## config.mk

```make
export PLATFORM = sky130hd
export DESIGN_NAME = lsq_unit
export DESIGN_NICKNAME = d
export VERILOG_FILES = /design/src/rtl/lsq_pkg.sv /design/src/rtl/lsq_load_ring.sv /design/src/rtl/lsq_store_ring.sv /design/src/rtl/lsq_unit.sv
export SDC_FILE = /design/constraint.sdc
export NUM_CORES = 2
export LEC_CHECK = 0
export BUFFER_PORTS_ARGS = -buffer_cell sky130_fd_sc_hd__buf_4
export CORE_ASPECT_RATIO = 0.9
export CORE_MARGIN = 4
export CORE_UTILIZATION = 40
export DETAILED_ROUTE_END_ITERATION = 16
export PLACE_DENSITY = 0.55
export SYNTH_ARGS = -nofsm -noshare
export SYNTH_HDL_FRONTEND = slang
export SYNTH_SLANG_ARGS = --single-unit
```

## constraint.sdc

```tcl
create_clock -name clk -period 20.3 [get_ports clk]
set_clock_uncertainty 0.05 [all_clocks]
set_input_delay 2.03 -clock clk [delete_from_list [all_inputs] [get_ports clk]]
set_output_delay 2.03 -clock clk [all_outputs]
set_load 0.01 [all_outputs]
```

## src/rtl/lsq_pkg.sv

```systemverilog
package lsq_pkg;
  localparam int SEQ_W  = 16;
  localparam int DATA_W = 32;
  localparam int SIZE_W = 2;

  typedef logic [SEQ_W-1:0]  seq_t;
  typedef logic [DATA_W-1:0] word_t;
  typedef logic [SIZE_W-1:0] size_t;

  // one store slot: tag, payload and its progress flags
  typedef struct packed {
    seq_t  seq;
    size_t size;
    word_t data;
    logic  committed;
    logic  completed;
  } st_slot_t;
endpackage

```

## src/rtl/lsq_load_ring.sv

```systemverilog
module lsq_load_ring
  import lsq_pkg::*;
#(
  parameter int DEPTH = 8,
  parameter int CW    = 4
) (
  input  logic          clk,
  input  logic          rst_n,
  input  logic          ins_req,
  input  seq_t          ins_seq,
  input  logic          cmt_req,
  input  seq_t          cmt_seq,
  input  logic          kill_req,
  input  seq_t          kill_seq,
  output logic [CW-1:0] count,
  output seq_t          head_seq,
  output logic          full
);
  localparam int IW = (DEPTH > 1) ? $clog2(DEPTH) : 1;

  logic [DEPTH-1:0] vld_q, vld_d, cmt_hit, kill_hit;
  seq_t             seq_q [DEPTH];
  logic [IW-1:0]    head_q, head_d, tail_q, tail_d;
  logic [CW-1:0]    cnt_q, cnt_d, n_cmt, n_kill;
  logic             ins_ok;

  function automatic logic [IW-1:0] fwd(input logic [IW-1:0] p, input logic [CW-1:0] n);
    int s;
    s = int'(p) + int'(n);
    if (s >= DEPTH) s = s - DEPTH;
    return IW'(s);
  endfunction

  function automatic logic [IW-1:0] back(input logic [IW-1:0] p, input logic [CW-1:0] n);
    int s;
    s = int'(p) - int'(n);
    if (s < 0) s = s + DEPTH;
    return IW'(s);
  endfunction

  assign full   = (cnt_q >= CW'(DEPTH - 1));
  assign ins_ok = ins_req & ~full;

  always_comb begin
    for (int i = 0; i < DEPTH; i++) begin
      cmt_hit[i]  = cmt_req  & vld_q[i] & (seq_q[i] <= cmt_seq);
      kill_hit[i] = kill_req & vld_q[i] & (seq_q[i] >  kill_seq);
    end
    n_cmt  = CW'($countones(cmt_hit));
    n_kill = CW'($countones(kill_hit));
    vld_d  = vld_q & ~cmt_hit & ~kill_hit;
    if (ins_ok) vld_d[tail_q] = 1'b1;
    head_d = fwd(head_q, n_cmt);
    tail_d = ins_ok ? fwd(tail_q, CW'(1)) : back(tail_q, n_kill);
    cnt_d  = cnt_q + {{(CW-1){1'b0}}, ins_ok} - n_cmt - n_kill;
  end

  always_ff @(posedge clk or negedge rst_n) begin
    if (!rst_n) begin
      vld_q  <= '0;
      head_q <= '0;
      tail_q <= '0;
      cnt_q  <= '0;
    end else begin
      vld_q  <= vld_d;
      head_q <= head_d;
      tail_q <= tail_d;
      cnt_q  <= cnt_d;
    end
  end

  for (genvar g = 0; g < DEPTH; g++) begin : g_slot
    logic wen;
    assign wen = ins_ok & (tail_q == IW'(g));
    always_ff @(posedge clk or negedge rst_n) begin
      if (!rst_n)   seq_q[g] <= '0;
      else if (wen) seq_q[g] <= ins_seq;
    end
  end

  assign count    = cnt_q;
  assign head_seq = vld_q[head_q] ? seq_q[head_q] : '0;
endmodule

```

## src/rtl/lsq_store_ring.sv

```systemverilog
module lsq_store_ring
  import lsq_pkg::*;
#(
  parameter int DEPTH = 6,
  parameter int CW    = 4
) (
  input  logic          clk,
  input  logic          rst_n,
  input  logic          ins_req,
  input  seq_t          ins_seq,
  input  size_t         ins_size,
  input  word_t         ins_data,
  input  logic          cmt_req,
  input  seq_t          cmt_seq,
  input  logic          kill_req,
  input  seq_t          kill_seq,
  input  logic          blocked,
  output logic          wr_fire,
  output seq_t          wr_seq,
  output size_t         wr_size,
  output word_t         wr_data,
  output logic [CW-1:0] live_cnt,
  output logic [CW-1:0] wait_cnt,
  output logic [CW-1:0] occ_cnt,
  output seq_t          head_seq,
  output logic          full
);
  localparam int IW = (DEPTH > 1) ? $clog2(DEPTH) : 1;

  st_slot_t         ent_q [DEPTH];
  st_slot_t         ent_d [DEPTH];
  logic [DEPTH-1:0] vld_q, vld_d, cmt_hit, kill_hit;
  logic [IW-1:0]    head_q, head_d, wbp_q, wbp_d, tail_q, tail_d;
  logic [CW-1:0]    occ_q, occ_d, live_q, live_d, wait_q, wait_d, n_cmt, n_kill;
  logic             ins_ok, fire, hfree;

  function automatic logic [IW-1:0] fwd(input logic [IW-1:0] p, input logic [CW-1:0] n);
    int s;
    s = int'(p) + int'(n);
    if (s >= DEPTH) s = s - DEPTH;
    return IW'(s);
  endfunction

  function automatic logic [IW-1:0] back(input logic [IW-1:0] p, input logic [CW-1:0] n);
    int s;
    s = int'(p) - int'(n);
    if (s < 0) s = s + DEPTH;
    return IW'(s);
  endfunction

  assign full   = (occ_q >= CW'(DEPTH - 1));
  assign ins_ok = ins_req & ~full;
  assign fire   = vld_q[wbp_q] & ent_q[wbp_q].committed & ~ent_q[wbp_q].completed & ~blocked;
  assign hfree  = vld_q[head_q] & ent_q[head_q].completed;

  always_comb begin
    ent_d = ent_q;
    for (int i = 0; i < DEPTH; i++) begin
      cmt_hit[i]  = cmt_req  & vld_q[i] & ~ent_q[i].committed & (ent_q[i].seq <= cmt_seq);
      kill_hit[i] = kill_req & vld_q[i] & ~ent_q[i].committed & (ent_q[i].seq >  kill_seq);
      if (cmt_hit[i]) ent_d[i].committed = 1'b1;
      if (fire && (wbp_q == IW'(i))) ent_d[i].completed = 1'b1;
    end
    if (ins_ok) begin
      ent_d[tail_q].seq       = ins_seq;
      ent_d[tail_q].size      = ins_size;
      ent_d[tail_q].data      = ins_data;
      ent_d[tail_q].committed = 1'b0;
      ent_d[tail_q].completed = 1'b0;
    end
    n_cmt  = CW'($countones(cmt_hit));
    n_kill = CW'($countones(kill_hit));
    vld_d  = vld_q & ~kill_hit;
    if (hfree)  vld_d[head_q] = 1'b0;
    if (ins_ok) vld_d[tail_q] = 1'b1;
    head_d = hfree ? fwd(head_q, CW'(1)) : head_q;
    wbp_d  = fire  ? fwd(wbp_q,  CW'(1)) : wbp_q;
    tail_d = ins_ok ? fwd(tail_q, CW'(1)) : back(tail_q, n_kill);
    occ_d  = occ_q  + {{(CW-1){1'b0}}, ins_ok} - n_kill - {{(CW-1){1'b0}}, hfree};
    live_d = live_q + {{(CW-1){1'b0}}, ins_ok} - n_kill - n_cmt;
    wait_d = wait_q + n_cmt - {{(CW-1){1'b0}}, fire};
  end

  always_ff @(posedge clk or negedge rst_n) begin
    if (!rst_n) begin
      vld_q  <= '0;
      head_q <= '0;
      wbp_q  <= '0;
      tail_q <= '0;
      occ_q  <= '0;
      live_q <= '0;
      wait_q <= '0;
    end else begin
      vld_q  <= vld_d;
      head_q <= head_d;
      wbp_q  <= wbp_d;
      tail_q <= tail_d;
      occ_q  <= occ_d;
      live_q <= live_d;
      wait_q <= wait_d;
    end
  end

  for (genvar g = 0; g < DEPTH; g++) begin : g_slot
    always_ff @(posedge clk or negedge rst_n) begin
      if (!rst_n) ent_q[g] <= '0;
      else        ent_q[g] <= ent_d[g];
    end
  end

  assign wr_fire  = fire;
  assign wr_seq   = ent_q[wbp_q].seq;
  assign wr_size  = ent_q[wbp_q].size;
  assign wr_data  = ent_q[wbp_q].data;
  assign live_cnt = live_q;
  assign wait_cnt = wait_q;
  assign occ_cnt  = occ_q;
  assign head_seq = vld_q[head_q] ? ent_q[head_q].seq : '0;
endmodule

```

## src/rtl/lsq_unit.sv

```systemverilog
module lsq_unit
  import lsq_pkg::*;
#(
  parameter int LQ_DEPTH = 8,
  parameter int SQ_DEPTH = 6,
  localparam int MAXD    = (LQ_DEPTH > SQ_DEPTH) ? LQ_DEPTH : SQ_DEPTH,
  localparam int CW      = $clog2(MAXD + 1)
) (
  input  logic          clk,
  input  logic          rst_n,
  input  logic          ld_ins_valid,
  input  logic [15:0]   ld_ins_seq,
  input  logic          st_ins_valid,
  input  logic [15:0]   st_ins_seq,
  input  logic [1:0]    st_ins_size,
  input  logic [31:0]   st_ins_data,
  input  logic          cmt_valid,
  input  logic [15:0]   cmt_seq,
  input  logic          squash_valid,
  input  logic [15:0]   squash_seq,
  input  logic          dc_blocked,
  output logic          wr_valid,
  output logic [15:0]   wr_seq,
  output logic [1:0]    wr_size,
  output logic [31:0]   wr_data,
  output logic [CW-1:0] ld_count,
  output logic [CW-1:0] st_live,
  output logic [CW-1:0] st_wb,
  output logic [CW-1:0] free_slots,
  output logic          lq_full,
  output logic          sq_full,
  output logic          lsq_full,
  output logic [15:0]   ld_head_seq,
  output logic [15:0]   st_head_seq
);
  logic [1:0]    rs_q;
  logic          rst_int_n;
  logic          ld_ins_en, st_ins_en, cmt_en;
  logic [CW-1:0] st_occ, lq_free, sq_free;

  // asynchronous assert, synchronous release
  always_ff @(posedge clk or negedge rst_n) begin
    if (!rst_n) rs_q <= 2'b00;
    else        rs_q <= {rs_q[0], 1'b1};
  end
  assign rst_int_n = rs_q[1];

  // squash wins over dispatch and commit in the same cycle
  assign ld_ins_en = ld_ins_valid & ~squash_valid;
  assign st_ins_en = st_ins_valid & ~squash_valid;
  assign cmt_en    = cmt_valid    & ~squash_valid;

  lsq_load_ring #(.DEPTH(LQ_DEPTH), .CW(CW)) u_lring (
    .clk      (clk),
    .rst_n    (rst_int_n),
    .ins_req  (ld_ins_en),
    .ins_seq  (ld_ins_seq),
    .cmt_req  (cmt_en),
    .cmt_seq  (cmt_seq),
    .kill_req (squash_valid),
    .kill_seq (squash_seq),
    .count    (ld_count),
    .head_seq (ld_head_seq),
    .full     (lq_full)
  );

  lsq_store_ring #(.DEPTH(SQ_DEPTH), .CW(CW)) u_sring (
    .clk      (clk),
    .rst_n    (rst_int_n),
    .ins_req  (st_ins_en),
    .ins_seq  (st_ins_seq),
    .ins_size (st_ins_size),
    .ins_data (st_ins_data),
    .cmt_req  (cmt_en),
    .cmt_seq  (cmt_seq),
    .kill_req (squash_valid),
    .kill_seq (squash_seq),
    .blocked  (dc_blocked),
    .wr_fire  (wr_valid),
    .wr_seq   (wr_seq),
    .wr_size  (wr_size),
    .wr_data  (wr_data),
    .live_cnt (st_live),
    .wait_cnt (st_wb),
    .occ_cnt  (st_occ),
    .head_seq (st_head_seq),
    .full     (sq_full)
  );

  assign lsq_full   = lq_full | sq_full;
  assign lq_free    = CW'(LQ_DEPTH - 1) - ld_count;
  assign sq_free    = CW'(SQ_DEPTH - 1) - st_occ;
  assign free_slots = (lq_free < sq_free) ? lq_free : sq_free;
endmodule

```

# After elaboration in Yosys (flattened, before gate mapping)
# Cells that the tools add are included.
# totals
word_cells	351
ff_bits	487
inputBits	105
# op_classes
mux	64
bitwise	111
add_sub_neg	51
n_reduce_logical	12
n_lt_le_gt_ge	51
eq_ne	12
# ops
op	n
bitwise mux 312 bit	5
demux 52 bit (select 3 bit)	5
binary-select mux 52 bit (select 3 bit)	2
2-to-1 mux 262 bit	1
2-to-1 mux 52 bit	5
> comparator 16 bit	14
less-or-equal comparator 16 bit	14
AND 1 bit	85
2-to-1 mux 16 bit	4
binary-select mux 16 bit (select 3 bit)	1
adder 4 bit	11
2-to-1 mux 36 bit	1
2-to-1 mux 34 bit	1
adder 1 x 1 -> 2 bit	14
2-to-1 mux 3 bit	9
greater-or-equal comparator 4 x 3 -> 1 bit, second input constant	5
greater-or-equal comparator 4 bit, second input constant	5
less-than comparator 3 x 4 -> 1 bit, second input constant	5
subtractor 4 bit	5
2-to-1 mux 1 bit	19
== test 3 bit, second input constant	6
adder 3 x 1 -> 4 bit, second input constant	4
AND 8 bit	2
inverter 3 -> 4 bit	4
31 further kinds	74

# Logic depth before layout (Yosys ltp)
# logic_depth
word_depth	15
ltp_mapped	23

# Hierarchy
# From an unflattened synthesis, not the netlist that was laid out.
# unflattened
hier_cells	3237
area_unflattened_um2	34506.8
# modules_own_cells
module	n_inst	seq_area_each_um2	area_each_um2	cells_per_inst
lsq_store_ring	1	8483.1	21354.2	2026
lsq_load_ring	1	3653.5	12917.4	1187
lsq_unit	1	50.0	235.2	24

# Worst setup path after synthesis
# OpenSTA, ideal clock, no wires.
# synth_path
kind	in2reg
start	input port cmt_seq[14]
end	register u_lring.cnt_q[3] (netlist: u_lring.count[3])
path_slack_ps	12870
required_ps	20170
stages	21
n_path_buf	0
arrival_time_ps	7300
path_cell_list	inv_1 -> ha_1 -> and4_1 -> a2111oi_0 -> or4b_2 -> nand2_1 -> ha_1 -> inv_1 -> fa_1 -> fa_1 -> inv_1 -> ha_1 -> fa_1 -> inv_1 -> fa_1 -> ha_1 -> inv_1 -> fa_1 -> xnor2_1 -> xnor2_1 -> xnor2_1
# synth_between
elab_chain_len	7
# synth_lines
element	line_no	rtl
from (decl)	lsq_unit.sv:18	input logic [15:0] cmt_seq,
less-or-equal comparator 16 bit	lsq_load_ring.sv:46	cmt_hit[i] = cmt_req & vld_q[i] & (seq_q[i] <= cmt_seq);
AND 1 bit	lsq_load_ring.sv:46	
adder 1 x 1 -> 2 bit (not written as such)	lsq_load_ring.sv:49	n_cmt = CW'($countones(cmt_hit));
adder 4 bit (not written as such)	lsq_load_ring.sv:49	
adder 4 bit (not written as such) (*)	lsq_load_ring.sv:49	
subtractor 4 bit (*) (2 in a row)	lsq_load_ring.sv:55	cnt_d = cnt_q + {{(CW-1){1'b0}}, ins_ok} - n_cmt - n_kill;
net u_lring.cnt_d[3]	lsq_load_ring.sv:24	logic [CW-1:0] cnt_q, cnt_d, n_cmt, n_kill;
to (signal assigned)	lsq_load_ring.sv:68	cnt_q <= cnt_d;
to (decl)	lsq_load_ring.sv:24	
# Mark *: on every way through the listed nets, which the timed path passes. The rest lies on a longest branch.
# A chain may end at the register's enable or synchronous reset.

# Worst setup path after layout
# layout_path
start	input port cmt_seq[15]
end	register u_lring.cnt_q[3] (netlist: u_lring.count[3])
# The elaborated chain is that of the path after synthesis.

==> impl_metrics.env <==
export IMPL_outcome="completed"
export IMPL_finalCriticalPeriod_ns=8.157
export IMPL_drt_iter0_drc=2527
export IMPL_async_flop_share_pct=100.0
export IMPL_die_y_microns=285.7
export IMPL_clockBufferDepth=3
export IMPL_clock_sinks=487
export IMPL_yosys_warnings=0
export IMPL_yosys_top_cells_area="dfrtp_1, ha_1, mux2_2"
export IMPL_cts_hold_buf=0
export IMPL_cts_tree="yes"
export IMPL_drc=0
export IMPL_cp_arrival_ns=8.67
export IMPL_netlist_area_sq_um=34280
export IMPL_timing_rr_start="u_lring.seq_q[95]"
export IMPL_leakagePower_nw=19.03
export IMPL_detail_route_wl_per_cell_microns=25.44
export IMPL_drt_pass1_iterations=5
export IMPL_yosysTopAreaCellShare_pct=35.55
export IMPL_synthFlopType="dfrtp_1"
export IMPL_path_cells="buf_4, inv_1, ha_1, nand4_1, nor4_1, a221o_1, o21ai_0, and2_1, ha_1, fa_1, inv_1, fa_1, inv_1, ha_1, fa_1, inv_1, fa_1, ha_1, inv_1, fa_1, xnor2_1, xnor2_1, xnor2_1"
export IMPL_post_cts_setup_buffers=0
export IMPL_coreArea_sq_um=84670
export IMPL_yosysTopAreaCell="dfrtp_1"
export IMPL_via_count=27027
export IMPL_syn_nets=3918
export IMPL_clock_latency_ns=0.64
export IMPL_start_kind="input port"
export IMPL_period_share_pct=40.18
export IMPL_cp_num_buf_inv=6
export IMPL_fillCellCount=8063
export IMPL_grt_pass1_vias=26349
export IMPL_p_per_area_nw_per_um2=145.4
export IMPL_netlist_instances=3280
export IMPL_clockRootBuffer="clkbuf_16"
export IMPL_crit_family="adder cells"
export IMPL_worst_slew_pin_slew_ns=1.334
export IMPL_hold_class="flop to asynchronous set/reset pin"
export IMPL_rsz0062_at_grt="no"
export IMPL_place_area_sq_um=36960
export IMPL_setup_worst_path_start="cmt_seq[15]"
export IMPL_layout_nets=4092
export IMPL_grt_pass1_wl_microns=175800
export IMPL_antenna_found_initial=6
export IMPL_wirelength_microns=117900
export IMPL_path_clk_slew_ns=0.06
export IMPL_grt_max_degree=167
export IMPL_setup_viol_count_final=0
export IMPL_ant_nets=0
export IMPL_gp_congestion=0.9531
export IMPL_avgViaCountPerCell=5.831
export IMPL_end_kind="flop"
export IMPL_worst_path_largest_cell_delay_ns=0.90
export IMPL_cp_required_ns=20.82
export IMPL_cts_buffers=55
export IMPL_cp_max_fo=14
export IMPL_avgSynthCellArea_sq_um=10.45
export IMPL_rows=101
export IMPL_maxSlewHeadroom_pct=11.06
export IMPL_ios=207
export IMPL_crit_slowest_cell="nor4_1"
export IMPL_cts_resized=0
export IMPL_worstSetupPathType="input port to flop"
export IMPL_initial_core_util_pct=40.48
export IMPL_finalHoldViolations=0
export IMPL_io_buffer_count=206
export IMPL_finalMaxSlewViolations=0
export IMPL_mostFrequentLayoutCells="nand2_1, ha_1, dfrtp_1"
export IMPL_finalSetupTns_ns=0
export IMPL_ys_types=73
export IMPL_htreeDepth=2
export IMPL_hpwl_microns=84170
export IMPL_drive_above_1_share_pct=21.55
export IMPL_grt_ovfl_total=0
export IMPL_final_cell_area_sq_um=38840
export IMPL_final_common_cell="nand2_1"
export IMPL_max_freq_mhz=122.6
export IMPL_ys_ff_latch=487
export IMPL_maxCapViolCount=0
export IMPL_die_area_sq_um=90450
export IMPL_synth_edf_count=0
export IMPL_peakVddDrop_uv=89.81
export IMPL_chipWidth_microns=316.6
export IMPL_ys_seq_area_share_pct=35.55
export IMPL_area_delta_synth_final_pct=13.31
export IMPL_grt_usage_pct=25.81
## worst register-to-register path: stages (launching register included)
cell	delay, ns
dfrtp_1	0.47
ha_1	0.35
nand4_1	0.14
nor4_1	0.90
a221o_1	0.32
o21ai_0	0.18
and2_1	0.24
ha_1	0.20
fa_1	0.50
inv_1	0.06
fa_1	0.53
inv_1	0.04
ha_1	0.20
fa_1	0.53
inv_1	0.07
fa_1	0.46
ha_1	0.29
inv_1	0.05
fa_1	0.43
xnor2_1	0.14
xnor2_1	0.19
xnor2_1	0.14
## layer usage
metal | routed length, microns | global-route usage (%)
met3 | 9261 | 5.078
met5 | 38 | 0
met1 | 56530 | 39.61
met2 | 49710 | 37.62
met4 | 2394 | 5.320
## logic make-up (layout without fill, tap and decap cells)
logic type      count (synthesis)  in the layout  share of synthesized area (%)
simple gates                  939            939                          12.40
compound gates                537            537                          9.367
fa+ha+maj                     533            533                          20.05
flops                         487            487                          35.55
mux                           477            477                          18.36
buf+inv                       275            494                          3.464
xor+xnor                       31             31                         0.7921
other cells                     1              4                        0.01094
## final cells by class
cell class | count | area (sq um) | area share [%]
Clock buffer | 86 | 1643 | 4.230
Antenna cell | 3 | 7.507 | 0.01933
Sequential cell | 487 | 12200 | 31.41
Timing Repair Buffer | 242 | 1842 | 4.742
Tap cell | 1133 | 1418 | 3.650
Clock inverter | 16 | 232.7 | 0.5992
Inverter | 150 | 565.5 | 1.456
Multi-Input combinational cell | 2518 | 20930 | 53.90
## power breakdown
group	switching, mW	internal (mW)	total [mW]	leakage (nW)
sequential	0.534	1.38	1.91	6.29
combinational	1.43	1.27	2.70	11.8
clock	0.436	0.598	1.03	0.912
total	2.40	3.25	5.65	19.0
## Yosys cell counts (11+ instances only)
cell type,count
nor2b_1,24
fa_1,27
a21oi_1,218
inv_1,145
o211ai_1,20
xnor2_1,27
nor3_1,21
mux2_2,300
nor4_1,14
clkbuf_1,55
ha_1,506
a21o_1,33
o31ai_1,12
dfrtp_1,487
nand2b_1,11
mux4_2,87
nand2_1,597
nor2_1,71
a221oi_1,36
mux2i_1,73
o21ai_0,139
nand4_1,83
a211oi_1,22
buf_2,47
and2_1,14
nand3_1,47
## path summary, 6_finish.rpt
| check | endpoint | slack, ns | depth (start not counted) |
|---|---|---|---|
| worst max register to register | u_lring.count[3] | 13.74 | 21 |
| worst min-delay path | u_sring.occ_cnt[1] | 0.28 | 0 |
| max in group asynchronous | asynchronous set/reset pin | 17.66 | 2 |
| worst min register to register | u_sring.occ_cnt[1] | 0.28 | 0 |
| min in group clk | rs_q[1] | 0.30 | 0 |
| worst max-delay path | u_lring.count[3] | 12.14 | 23 |
## stage by stage
step / instances / hold WS [ns] / worst slack, ns / util [%] / power (mW)
after floorplan: 3280 / 0.2812 / 5.671 / - / 3.553
after global placement: 4530 / 0.2818 / 11.72 / 43.65 / 4.550
after detailed placement: 4530 / 0.2881 / 11.73 / 43.65 / 4.594
after CTS: 4632 / 0.3015 / 12.39 / 45.86 / 5.657
after global routing: 4632 / 0.3203 / 12.04 / 45.86 / 6.063
final: 4635 / 0.2795 / 12.14 / 45.87 / 5.647
Power figures use the tool's default switching activity.
